`src/rtl/scr_pkg.sv`:
```
package scr_pkg;
    typedef enum logic [0:0] {
        ST_IDLE = 1'b0,
        ST_EMIT = 1'b1
    } emit_st_t;

    typedef enum logic [0:0] {
        MODE_SCRAMBLE   = 1'b0,
        MODE_DESCRAMBLE = 1'b1
    } scr_mode_t;
endpackage

```
`src/rtl/scr_unroll.sv`:
```
module scr_unroll #(
    parameter int DATA_W = 8,
    parameter int HIST_W = 7,
    parameter int TAP_A  = 4,
    parameter int TAP_B  = 7
) (
    input  logic [HIST_W-1:0] hist_i,
    input  logic [DATA_W-1:0] d_i,
    input  scr_pkg::scr_mode_t mode_i,
    output logic [DATA_W-1:0] y_o,
    output logic [HIST_W-1:0] hist_o
);
    // chain[i] is the history before serial step i; chain[DATA_W] is the result
    logic [DATA_W:0][HIST_W-1:0] chain;
    assign chain[0] = hist_i;

    for (genvar i = 0; i < DATA_W; i++) begin : g_step
        logic y_bit, fb_bit;
        assign y_bit  = d_i[i] ^ chain[i][TAP_A-1] ^ chain[i][TAP_B-1];
        assign fb_bit = (mode_i == scr_pkg::MODE_DESCRAMBLE) ? d_i[i] : y_bit;
        assign y_o[i] = y_bit;
        assign chain[i+1] = {chain[i][HIST_W-2:0], fb_bit};
    end

    assign hist_o = chain[DATA_W];
endmodule

```
`src/rtl/scr_state.sv`:
```
module scr_state #(
    parameter int HIST_W = 7
) (
    input  logic              clk,
    input  logic              rst,
    input  logic [HIST_W-1:0] seed_i,
    input  logic              upd_i,
    input  logic [HIST_W-1:0] nxt_i,
    output logic [HIST_W-1:0] q_o
);
    always_ff @(posedge clk) begin
        if (rst)        q_o <= seed_i;
        else if (upd_i) q_o <= nxt_i;
    end

    // reset loads the seed
    p_seed_load_r1: assert property (@(posedge clk) rst |=> (q_o == $past(seed_i)));
    // history frozen when no byte is taken
    p_hist_hold_r6: assert property (@(posedge clk) disable iff (rst)
        !upd_i |=> $stable(q_o));
endmodule

```
`src/rtl/scr_ctrl.sv`:
```
module scr_ctrl #(
    parameter int DATA_W = 8
) (
    input  logic              clk,
    input  logic              rst,
    input  logic              in_vld_i,
    input  logic [DATA_W-1:0] y_i,
    output logic              out_vld_o,
    output logic [DATA_W-1:0] dout_o
);
    import scr_pkg::*;

    emit_st_t st_q, st_d;

    always_comb begin
        st_d = st_q;
        unique case (st_q)
            ST_IDLE: st_d = in_vld_i ? ST_EMIT : ST_IDLE;
            ST_EMIT: st_d = in_vld_i ? ST_EMIT : ST_IDLE;
            default: st_d = ST_IDLE;
        endcase
    end

    always_ff @(posedge clk) begin
        if (rst) st_q <= ST_IDLE;
        else     st_q <= st_d;
    end

    always_ff @(posedge clk) begin
        if (rst)           dout_o <= '0;
        else if (in_vld_i) dout_o <= y_i;
    end

    assign out_vld_o = (st_q == ST_EMIT);

    // strobe follows the input strobe by one cycle
    p_vld_rise_r8: assert property (@(posedge clk) disable iff (rst)
        in_vld_i |=> out_vld_o);
    p_vld_low_r8: assert property (@(posedge clk) disable iff (rst)
        !in_vld_i |=> !out_vld_o);
    // output byte held when idle
    p_dout_hold_r6: assert property (@(posedge clk) disable iff (rst)
        !in_vld_i |=> $stable(dout_o));
    // reset clears the strobe
    p_rst_idle_r1: assert property (@(posedge clk) rst |=> !out_vld_o);
endmodule

```
`src/rtl/byte_scrambler.sv`:
```
module byte_scrambler #(
    parameter int DATA_W = 8,
    parameter int HIST_W = 7,
    parameter int TAP_A  = 4,
    parameter int TAP_B  = 7
) (
    input  logic              clk,
    input  logic              rst,
    input  logic [HIST_W-1:0] seed,
    input  logic              descr,
    input  logic              in_vld,
    input  logic [DATA_W-1:0] din,
    output logic              out_vld,
    output logic [DATA_W-1:0] dout
);
    import scr_pkg::*;

    logic [HIST_W-1:0] hist_q, hist_nxt;
    logic [DATA_W-1:0] y_comb;
    scr_mode_t         mode;

    assign mode = scr_mode_t'(descr);

    scr_unroll #(
        .DATA_W(DATA_W), .HIST_W(HIST_W), .TAP_A(TAP_A), .TAP_B(TAP_B)
    ) u_unroll (
        .hist_i(hist_q), .d_i(din), .mode_i(mode),
        .y_o(y_comb), .hist_o(hist_nxt)
    );

    scr_state #(.HIST_W(HIST_W)) u_state (
        .clk(clk), .rst(rst), .seed_i(seed),
        .upd_i(in_vld), .nxt_i(hist_nxt), .q_o(hist_q)
    );

    scr_ctrl #(.DATA_W(DATA_W)) u_ctrl (
        .clk(clk), .rst(rst), .in_vld_i(in_vld), .y_i(y_comb),
        .out_vld_o(out_vld), .dout_o(dout)
    );

    // Last HIST_W bits of a byte, newest (bit DATA_W-1) at history index 0
    function automatic logic [HIST_W-1:0] tail_rev(input logic [DATA_W-1:0] v);
        logic [HIST_W-1:0] r;
        for (int k = 0; k < HIST_W; k++) r[k] = v[DATA_W-1-k];
        return r;
    endfunction

    // after scrambling a byte the history holds its last output bits
    p_hist_tracks_out_r3: assert property (@(posedge clk) disable iff (rst)
        (in_vld && !descr) |=> (hist_q == tail_rev(dout)));
    // after descrambling a byte the history holds its last input bits
    p_hist_tracks_in_r4: assert property (@(posedge clk) disable iff (rst)
        (in_vld && descr) |=> (hist_q == tail_rev($past(din))));
endmodule

```
`config.mk`:
```
export PLATFORM = sky130hd
export DESIGN_NAME = byte_scrambler
export DESIGN_NICKNAME = d
export VERILOG_FILES = /design/src/rtl/scr_pkg.sv /design/src/rtl/scr_unroll.sv /design/src/rtl/scr_state.sv /design/src/rtl/scr_ctrl.sv /design/src/rtl/byte_scrambler.sv
export SDC_FILE = /design/constraint.sdc
export NUM_CORES = 1
export LEC_CHECK = 0
export BUFFER_PORTS_ARGS = -buffer_cell sky130_fd_sc_hd__buf_2
export CAP_MARGIN = 20
export CORE_MARGIN = 2
export CORE_UTILIZATION = 52
export CTS_CLUSTER_SIZE = 10
export DETAILED_ROUTE_END_ITERATION = 8
export PLACE_DENSITY = 0.8
export RECOVER_POWER = 50
export SETUP_SLACK_MARGIN = 0.05
export SLEW_MARGIN = 10
export SYNTH_ARGS = -nofsm -noshare
export SYNTH_HDL_FRONTEND = slang
export SYNTH_HIERARCHICAL = 1
export SYNTH_SLANG_ARGS = --single-unit
export TNS_END_PERCENT = 30
```
`constraint.sdc`:
```
create_clock -name clk -period 1.96 [get_ports clk]
set_clock_uncertainty 0.05 [all_clocks]
set_input_delay 0.098 -clock clk [delete_from_list [all_inputs] [get_ports clk]]
set_output_delay 0.098 -clock clk [all_outputs]
set_load 0.005 [all_outputs]
```
==> qor.csv <==
metric,value,unit
ctsResizeCount,0,
cts.sinks,16,
grt_util_all_layers,15.2,%
hold_buffers,0,
preCtsSetupSlack,0.242,ns
grt_setup_unrepaired,no,
grt_pass1_vias,632,
r2r_start,u_state/q_o[1]$_DFFE_PP_,
finalHoldViolations,0,
endpoint_kind,flip-flop,
clock_latency,0.28,ns
netlist_area,1090,um^2
register_area,390,um^2
insertedDiodeCount,0,
synth_warnings,6,
synthSimpleGateAreaFrac,7.20,%
synth_adder_area_share,0,%
power.density,978,nW/um^2
wl_per_cell,11.8,um
cp_max_fo,3,
synthToLayoutAreaGrowth,5.37,%
place_congestion,0.733,
drc,0,
tightestPinTransition,0.917,ns
arrival,1.73,ns
yosys-top-cells-count,"xnor2_1 (18), nor2_1 (16), buf_4 (15), xor2_1 (12), dfxtp_1 (9)",
dieHeight,49.9,um
worstSetupPathType,flip-flop to flip-flop,
syn-num-nets,120,
hold_class,primary input to flip-flop,
synth.top_cell.area_share,19.2,%
power_leakage,0.000526,uW
fmax,578,MHz
vias,643,
postSynthAreaPerCell,10.8,um^2
dieArea,2490,um^2
async_flop_share,0,%
post-dp-hpwl,1330,um
multi_input_area,559,um^2
synthMuxAreaShare,16.9,%
numPortBuffers,27,
crit_start,u_state/q_o[1]$_DFFE_PP_,
synth_top_family_by_area,XOR/XNOR gates,
wl,1660,um
synth_compound_area_share,0,%
yosysMostFrequentCell,xnor2_1,
cts_setup_buffers,0,
cts_htree_levels,1,
tritoncts,yes,
startpoint_type,flip-flop,
fin_nets,133,
overflow,0,
initial_core_util,55.2,%
cts-root-buf,clkbuf_4,
rrSetupSlack,0.23,ns
setup_slack,0.229,ns
drt_first_pass_iters,4,
via_per_inst,4.59,
yosys_most_used_dff,dfxtp_1,
clk_pin_slew,0.09,ns
clockBufferDepth,2,
synthTopCellsByArea,"edfxtp_1 (19%), dfxtp_1 (16%), xnor2_1 (14%), buf_4 (10%), mux2_4 (9.6%)",
synthCells,101,
antenna_left,0,
numCtsBuffers,3,
first_iter_violations,3,
setup_viol,0,
period_share,88.3,%
num_rows,16,
min_from,seed[2],
final_core_util,58.2,%
fillers,182,
cap_violations,0,
synth_edf_count,7,
slew_viol_final,0,
die_w,49.9,um
design.core.area,1980,um^2
status,completed,
drive_gt1_share,35.4,%
yosysSeqAreaShare,35.7,%
grt_max_degree,18,
relSlewSlack,38.9,%
synth_cell_types,16,
ir_worst_vdd,552,uV
grt_pass1_wl,2750,um
synth_top_area_cell,edfxtp_1,
cp.required,1.95,ns
fin_tns_setup,0,ns
ys_seq_elements,16,
antenna_found_initial,0,
design.portCount,28,
fin_crit,1.73,ns
synth_xor_area_share,27.0,%
worst max-delay path: stages (launching register included):
cell and delay, ns:
edfxtp_1 0.46, xnor2_1 0.34, xor2_1 0.17, nor2_1 0.06
xor2_1 0.14, mux2_4 0.26
power breakdown:
| group | switching (uW) | total, uW | leakage [uW] | internal (uW) |
|---|---|---|---|---|
| registers | 40.7 | 460 | 0.000146 | 419 |
| logic | 208 | 453 | 0.000359 | 245 |
| clock network | 102 | 215 | 0.0000210 | 113 |
state kept, by name (all words and copies together) (netlist names):
register and cells:
u_ctrl/dout_o 8, u_ctrl/out_vld_o 1, u_state/q_o 7
layout make-up:
class / count / area share [%]
multi-input combinational: 66 / 48.5
sequential: 16 / 33.8
timing repair buffer: 27 / 11.6
clock buffer: 4 / 3.15
tap: 27 / 2.93
metal layers:
layer / share of wire, % / global-route usage [%] / routed length, um / vias to the layer above
met5: 0 / 0 / 0 / -
met4: 1.3 / 6.94 / 21 / 0
met3: 5.1 / 3.64 / 84 / 2
met2: 51 / 27.1 / 850 / 15
met1: 42 / 16.8 / 700 / 297
li1: - / - / - / 329
cells in the final DEF (no fill, tap or decap), drive strengths merged:
cell type | netlist | layout
buf | 18 | 26
xnor2 | 19 | 19
nor2 | 17 | 17
xor2 | 13 | 13
dfxtp | 9 | 9
mux2i | 8 | 8
mux2 | 7 | 7
edfxtp | 7 | 7
clkbuf | 1 | 5
nor2b | 1 | 1
or2 | 1 | 1
worst paths after layout:
check	endpoint	depth (start not counted)
max	u_state/q_o[1]$_DFFE_PP_	5
min reg2reg	u_ctrl/dout_o[1]$_SDFFE_PP0P_	2
max reg2reg	u_state/q_o[1]$_DFFE_PP_	5
min	u_state/q_o[2]$_DFFE_PP_	2
per-stage QoR:
stage               instances  hold WS, ns  area (um^2)  power, uW
global route              140       0.0436         1150       1220
CTS                       140       0.0512         1150       1150
finish                    140       0.0603         1150       1130
detailed placement        136        0.354         1120        924
global placement          136        0.349         1120        904
floorplan                 101        0.265         1090        977
cell families (layout without fill, tap and decap cells):
family | Yosys count | in the layout
xor gates and xnor gates | 32 | 32
and+or+nand+nor | 19 | 19
buffers and inverters | 19 | 31
DFF | 16 | 16
muxes | 15 | 15
(Power assumes the default switching activity.)
